<file path="src/rtl/centroid_pkg.sv">
package centroid_pkg;
  localparam int NCOL  = 4;
  localparam int TAG_W = 2;
  localparam int NDIV  = 2 * NCOL;
  localparam int IDX_W = $clog2(NDIV);

  typedef struct packed {
    logic             snap;      // freeze totals, clear accumulators
    logic             loadDiv;   // load dividend/divisor for divIdx
    logic             stepDiv;   // one restoring step
    logic             storeRes;  // write quotient to its corner
    logic             lastDone;  // final division of the sequence
    logic [IDX_W-1:0] divIdx;    // {colour, axis}
  } ctrlStrobes_t;
endpackage

</file>
<file path="src/rtl/centroid_ctrl.sv">
module centroid_ctrl
  import centroid_pkg::*;
#(
  parameter int SUM_W = 28
) (
  input  logic         clk,
  input  logic         rstN,
  input  logic         frameEnd,
  output ctrlStrobes_t st
);
  localparam int STEP_W = $clog2(SUM_W + 1);

  typedef enum logic [1:0] {IDLE, LOAD, STEP, STORE} ctrlState_t;

  ctrlState_t       state;
  logic [STEP_W-1:0] stepCnt;
  logic [IDX_W-1:0] idx;

  always_ff @(posedge clk) begin
    if (!rstN) begin
      state   <= IDLE;
      stepCnt <= '0;
      idx     <= '0;
    end else if (frameEnd) begin
      state   <= LOAD;
      stepCnt <= '0;
      idx     <= '0;
    end else begin
      case (state)
        LOAD: begin
          state   <= STEP;
          stepCnt <= '0;
        end
        STEP: begin
          if (stepCnt == STEP_W'(SUM_W - 1)) state <= STORE;
          stepCnt <= stepCnt + 1'b1;
        end
        STORE: begin
          if (idx == IDX_W'(NDIV - 1)) begin
            state <= IDLE;
          end else begin
            state <= LOAD;
            idx   <= idx + 1'b1;
          end
        end
        default: state <= IDLE;
      endcase
    end
  end

  always_comb begin
    st          = '0;
    st.snap     = frameEnd;
    st.divIdx   = idx;
    st.loadDiv  = !frameEnd && (state == LOAD);
    st.stepDiv  = !frameEnd && (state == STEP);
    st.storeRes = !frameEnd && (state == STORE);
    st.lastDone = !frameEnd && (state == STORE) && (idx == IDX_W'(NDIV - 1));
  end

  // divider operations never overlap
  p_one_op_r9: assert property (@(posedge clk) disable iff (!rstN)
    $onehot0({st.snap, st.loadDiv, st.stepDiv, st.storeRes}));

  // a frame close always restarts at the first division
  p_restart_r8: assert property (@(posedge clk) disable iff (!rstN)
    frameEnd |=> (state == LOAD) && (idx == '0));

  // step counter stays within the dividend width
  p_step_range_r7: assert property (@(posedge clk) disable iff (!rstN)
    (state == STEP) |-> (stepCnt < STEP_W'(SUM_W)));
endmodule

</file>
<file path="src/rtl/centroid_datapath.sv">
module centroid_datapath
  import centroid_pkg::*;
#(
  parameter int X_W   = 10,
  parameter int Y_W   = 9,
  parameter int SUM_W = 28,
  parameter int CNT_W = 19
) (
  input  logic                      clk,
  input  logic                      rstN,
  input  logic                      pixValid,
  input  logic [TAG_W-1:0]          pixTag,
  input  logic [X_W-1:0]            pixX,
  input  logic [Y_W-1:0]            pixY,
  input  ctrlStrobes_t              st,
  output logic [NCOL-1:0][X_W-1:0]  cornerX,
  output logic [NCOL-1:0][Y_W-1:0]  cornerY,
  output logic [NCOL-1:0]           cornerMissing,
  output logic                      resultValid
);
  logic [NCOL-1:0]            hitVec;
  logic [NCOL-1:0][SUM_W-1:0] accX, accY, snapX, snapY;
  logic [NCOL-1:0][CNT_W-1:0] accCnt, snapCnt;

  logic [SUM_W-1:0] divQ;
  logic [CNT_W-1:0] divRem, divDen;
  logic [CNT_W:0]   trial;
  logic             trialOk;
  logic [TAG_W-1:0] selCol;
  logic             selAxisY;

  assign selCol   = st.divIdx[IDX_W-1:1];
  assign selAxisY = st.divIdx[0];

  for (genvar c = 0; c < NCOL; c++) begin : g_hit
    assign hitVec[c] = pixValid && (pixTag == TAG_W'(c));
  end

  // Per-colour running totals and frame snapshot
  always_ff @(posedge clk) begin
    if (!rstN) begin
      accX <= '0; accY <= '0; accCnt <= '0;
      snapX <= '0; snapY <= '0; snapCnt <= '0;
    end else begin
      for (int c = 0; c < NCOL; c++) begin
        if (st.snap) begin
          snapX[c]   <= accX[c] + (hitVec[c] ? SUM_W'(pixX) : '0);
          snapY[c]   <= accY[c] + (hitVec[c] ? SUM_W'(pixY) : '0);
          snapCnt[c] <= accCnt[c] + CNT_W'(hitVec[c]);
          accX[c]    <= '0;
          accY[c]    <= '0;
          accCnt[c]  <= '0;
        end else if (hitVec[c]) begin
          accX[c]   <= accX[c] + SUM_W'(pixX);
          accY[c]   <= accY[c] + SUM_W'(pixY);
          accCnt[c] <= accCnt[c] + 1'b1;
        end
      end
    end
  end

  // Shared restoring divider: dividend register shifts into quotient
  assign trial   = {divRem, divQ[SUM_W-1]};
  assign trialOk = trial >= {1'b0, divDen};

  always_ff @(posedge clk) begin
    if (!rstN) begin
      divQ <= '0; divRem <= '0; divDen <= '0;
    end else if (st.loadDiv) begin
      divQ   <= selAxisY ? snapY[selCol] : snapX[selCol];
      divDen <= snapCnt[selCol];
      divRem <= '0;
    end else if (st.stepDiv) begin
      divRem <= trialOk ? CNT_W'(trial - {1'b0, divDen}) : trial[CNT_W-1:0];
      divQ   <= {divQ[SUM_W-2:0], trialOk};
    end
  end

  // Result registers
  always_ff @(posedge clk) begin
    if (!rstN) begin
      cornerX <= '0; cornerY <= '0; cornerMissing <= '0; resultValid <= 1'b0;
    end else begin
      resultValid <= st.lastDone;
      if (st.storeRes) begin
        if (divDen == '0) begin
          cornerMissing[selCol] <= 1'b1;
        end else begin
          cornerMissing[selCol] <= 1'b0;
          if (selAxisY) cornerY[selCol] <= divQ[Y_W-1:0];
          else          cornerX[selCol] <= divQ[X_W-1:0];
        end
      end
    end
  end

  // accumulators restart from zero after a frame close
  p_clear_r5: assert property (@(posedge clk) disable iff (!rstN)
    (st.snap && !pixValid) |=> (accCnt == '0) && (accX == '0) && (accY == '0));

  // a corner without hits is not overwritten
  p_keep_missing_r6: assert property (@(posedge clk) disable iff (!rstN)
    (st.storeRes && (divDen == '0)) |=> $stable(cornerX) && $stable(cornerY) && (cornerMissing != '0));

  // the pulse follows the last store only
  p_valid_after_last_r7: assert property (@(posedge clk) disable iff (!rstN)
    resultValid |-> $past(st.storeRes));

  // pulse lasts one cycle
  p_pulse_width_r7: assert property (@(posedge clk) disable iff (!rstN)
    resultValid |=> !resultValid);
endmodule

</file>
<file path="src/rtl/marker_centroid.sv">
module marker_centroid
  import centroid_pkg::*;
#(
  parameter int X_W   = 10,
  parameter int Y_W   = 9,
  parameter int SUM_W = 28,
  parameter int CNT_W = 19
) (
  input  logic                     clk,
  input  logic                     rstN,
  input  logic                     pixValid,
  input  logic [1:0]               pixTag,
  input  logic [X_W-1:0]           pixX,
  input  logic [Y_W-1:0]           pixY,
  input  logic                     frameEnd,
  output logic [3:0][X_W-1:0]      cornerX,
  output logic [3:0][Y_W-1:0]      cornerY,
  output logic [3:0]               cornerMissing,
  output logic                     resultValid
);
  ctrlStrobes_t st;

  centroid_ctrl #(.SUM_W(SUM_W)) uCtrl (
    .clk(clk), .rstN(rstN), .frameEnd(frameEnd), .st(st)
  );

  centroid_datapath #(.X_W(X_W), .Y_W(Y_W), .SUM_W(SUM_W), .CNT_W(CNT_W)) uData (
    .clk(clk), .rstN(rstN), .pixValid(pixValid), .pixTag(pixTag),
    .pixX(pixX), .pixY(pixY), .st(st),
    .cornerX(cornerX), .cornerY(cornerY),
    .cornerMissing(cornerMissing), .resultValid(resultValid)
  );
endmodule

</file>
<file path="config.mk">
export PLATFORM = sky130hd
export DESIGN_NAME = marker_centroid
export DESIGN_NICKNAME = d
export VERILOG_FILES = /design/src/rtl/centroid_pkg.sv /design/src/rtl/centroid_ctrl.sv /design/src/rtl/centroid_datapath.sv /design/src/rtl/marker_centroid.sv
export SDC_FILE = /design/constraint.sdc
export NUM_CORES = 2
export LEC_CHECK = 0
export BUFFER_PORTS_ARGS = -buffer_cell sky130_fd_sc_hd__buf_2
export CAP_MARGIN = 30
export CORE_UTILIZATION = 50
export CTS_CLUSTER_DIAMETER = 60
export DETAILED_ROUTE_END_ITERATION = 8
export GPL_ROUTABILITY_DRIVEN = 0
export GPL_TIMING_DRIVEN = 0
export PLACE_DENSITY_LB_ADDON = 0.15
export SLEW_MARGIN = 20
export SYNTH_ARGS = -nofsm -noshare
export SYNTH_HDL_FRONTEND = slang
export SYNTH_HIERARCHICAL = 1
export SYNTH_SLANG_ARGS = --single-unit
</file>
<file path="constraint.sdc">
create_clock -name clk -period 3.3 [get_ports clk]
set_input_delay 0.165 -clock clk [delete_from_list [all_inputs] [get_ports clk]]
set_output_delay 0.165 -clock clk [all_outputs]
set_load 0.02 [all_outputs]
</file>
==> metrics <==
status=complete, but fails checks; failing checks=setup timing; Num CTS Buffers=88; Peak supply drop=0.410 mV; Final nets=5421; pins over their slew limit=0; number of port buffers=105; Post-synth top flop=dfxtp_1; Worst Hold Class=input pin to flip-flop; CTS tree=yes; Area Overhead vs Synth=13.9%; power density cells=453 nW/um^2; minimum clock period=3.42 ns; critical path endpoint category=flip-flop; final setup vio count=3; fill cell count=7639; Clock H-tree levels=3; vias in the first global route=36.6k; sequential cell area fraction in the yosys report=35.8%; Setup Skew=0.0352 ns; average size of a mapped cell=8.56 um^2; hold slack=0.0722 ns; LEAKAGE=17.7 nW; crit path launch type=flip-flop; Yosys warnings=6; Least-Margin Pin Slew=1.14 ns; DIE WIDTH=293 um; I/O Pins=106; Die Y=293 um; area occupied by multi-input gates=25900 um^2; register bit total from synthesis=757; CP required=3.80 ns; CP max FO=10; Post-Syn Area=42300 um^2; ANT nets after route=0; total grt overflow=0; DP Cell Count=6204; largest net degree at the start of global routing=14; hpwl dp=117000 um; setup TNS=-0.140 ns; clock insertion delay at the later pin of the skew report=0.68 ns; Worst-path clk slew=0.06 ns; final setup margin=-0.120 ns; final design utilization=57.6%; Crit path arrival time=3.92 ns; Placement Rows=106; Via density=6.30; ys async rst share=0%; post-synth cell types=93; Post-synth EDFFs=0; WL/cell=24.4 um; MaxCap Viol Count=0; Crit Path Category=flip-flop to flip-flop; share of layout cells above drive strength 1=9.58%; Root Driver=clkbuf_16; die footprint=85900 um^2; DRT iter0 DRCs=4550; clock sinks=757; initial antenna violation count=9; Routed WL=156000 um; Longest Clk Path Bufs=3; DR vias=40.3k; DR DRC count=0; final hold viol count=0; Finished Layout Cells=6396; register area=15200 um^2; Fmax=0.292 GHz; Tcrit/Tclk final=104%; Net Count, Synth=5178; Pre-Repair DR Iteration Count=7; all-layer global routing usage=35.5%; core area=83700 um^2; Total Power=21.9 mW; Initial Util=50.6%; Mapped Cells=4947; Slew HR=23.7%; global-route wire length before repair=231000 um
-- critical path, stage by stage (launching register included) --
cell and delay [ns]:
dfxtp_1 0.36, clkbuf_1 0.51, clkdlybuf4s15_2 0.62, clkdlybuf4s15_1 0.81
mux4_2 0.50, mux2i_1 0.31, a211oi_1 0.12
-- worst paths after layout --
kind / startpoint / end / slack, ns / cells after the start
max reg2reg: uCtrl/idx[2]$_SDFFE_PP0P_ / uData/divQ[27]$_SDFFE_PN0P_ / -0.12 / 6
min: pixY[0] / uData/accY[56]$_SDFFE_PP0N_ / 0.07 / 4
max: uCtrl/idx[2]$_SDFFE_PP0P_ / uData/divQ[27]$_SDFFE_PN0P_ / -0.12 / 6
min reg2reg: uData/snapX[101]$_SDFFE_PN0P_ / uData/snapX[101]$_SDFFE_PN0P_ / 0.45 / 2
-- registers in the layout, summed over array words and instances (netlist names), named ones only --
| signal | count |
|---|---|
| uData/accX | 112 |
| uData/accY | 112 |
| uData/snapX | 112 |
| uData/snapY | 112 |
| uData/accCnt | 76 |
| uData/snapCnt | 76 |
| uData/cornerX | 40 |
| uData/cornerY | 36 |
| uData/divQ | 28 |
| uData/divDen | 19 |
| uData/divRem | 19 |
| uCtrl/stepCnt | 5 |
| uCtrl/idx | 3 |
| uCtrl/state | 2 |
| uData/resultValid | 1 |
-- kinds of logic (layout without fill, tap and decap cells) --
| family | Yosys count | count (layout) | share of synthesized area, % |
|---|---|---|---|
| other | 0 | 1 | 0 |
| adder cells (fa/ha/maj) | 206 | 206 | 6.39 |
| buffers and inverters | 389 | 703 | 3.54 |
| AND/OR/NAND/NOR | 1744 | 1744 | 20.6 |
| flip-flops | 757 | 757 | 35.8 |
| multiplexers | 213 | 213 | 7.26 |
| XOR/XNOR | 374 | 374 | 7.74 |
| AO/OA/AOI/OAI | 1264 | 1264 | 18.7 |
-- synth_stat cells (19+ instances only) --
library cell / n / share of area, %
o211ai_1: 47 / 0.83
or4_1: 52 / 0.92
nor2_1: 424 / 3.8
nand2_1: 447 / 4.0
or3_1: 104 / 1.5
buf_2: 24 / 0.28
o21a_1: 40 / 0.71
a211oi_1: 194 / 3.4
dfxtp_1: 757 / 36
a21oi_1: 312 / 3.7
o21ai_0: 362 / 4.3
buf_1: 25 / 0.22
a21o_1: 50 / 0.89
and3_1: 53 / 0.78
nand4_1: 86 / 1.3
a211o_1: 19 / 0.39
xnor2_1: 194 / 4.0
xor2_1: 180 / 3.7
a31oi_1: 42 / 0.62
inv_1: 83 / 0.74
o31ai_1: 38 / 0.67
o21bai_1: 29 / 0.51
nor2b_1: 49 / 0.72
and2_1: 99 / 1.5
nor3_1: 75 / 0.89
nor4_1: 35 / 0.52
mux4_2: 75 / 4.0
clkbuf_1: 252 / 2.2
nand3_1: 205 / 2.4
ha_1: 189 / 5.6
mux2i_1: 135 / 3.2
-- timing repair --
action,CTS,global route
hold buffers,3,0
endpoints found under the setup margin,257,115
resized for setup,44,26
pin swaps,5,8
setup buffers,13,7
hold endpoints to repair,5,0
-- area by class of cell --
class	count	share of cell area, %
timing repair buffer	158	2.25
clock inverter	47	1.31
clock buffer	114	5.12
sequential	757	31.4
multi-input combinational	3801	53.7
antenna	1	0.00519
tap	1134	2.94
inverter	85	0.688
buffer	299	2.52
-- cell usage in the layout, fill, tap and decap left out, drive strengths merged, types with 24 or more instances in the layout --
cell and n:
nor2 424, clkinv 24, clkbuf 361, nor4 36
buf 204, mux4 75, ha 189, o211ai 47
nor3 76, nand3 205, nand4 88, and3 55
dfxtp 757, nor2b 49, o31ai 39, or3 109
a21o 50, a21oi 312, xnor2 194, o21ai 369
a31oi 42, mux2i 135, o21a 40, inv 90
and2 99, nand2 448, a211oi 196, o21bai 29
or4 56, xor2 180
-- through the flow --
| stage | setup WS, ns | instance area [um^2] |
|---|---|---|
| finish | -0.120 | 48200 |
| CTS | 0.00333 | 47900 |
| detailed placement | -2.23 | 44500 |
| global placement | -3.13 | 44300 |
| floorplan | 0.0262 | 42400 |
| global route | -0.00181 | 48200 |
-- layer usage --
layer	track usage (%)	share of wire [%]	wire, um	vias up
li1	-	-	-	18500
met1	46.6	41	63800	19400
met2	53.2	42	66200	1979
met3	8.68	11	16600	453
met4	19.9	6.2	9650	4
met5	0	0.013	21	-
-- where the power goes --
part	leakage, nW	switching (mW)	internal, mW
combinational	10.1	1.36	0.601
sequential	6.13	0.137	9.31
clock	1.52	4.31	6.14
Note: power is estimated with default switching activity, not from simulation.
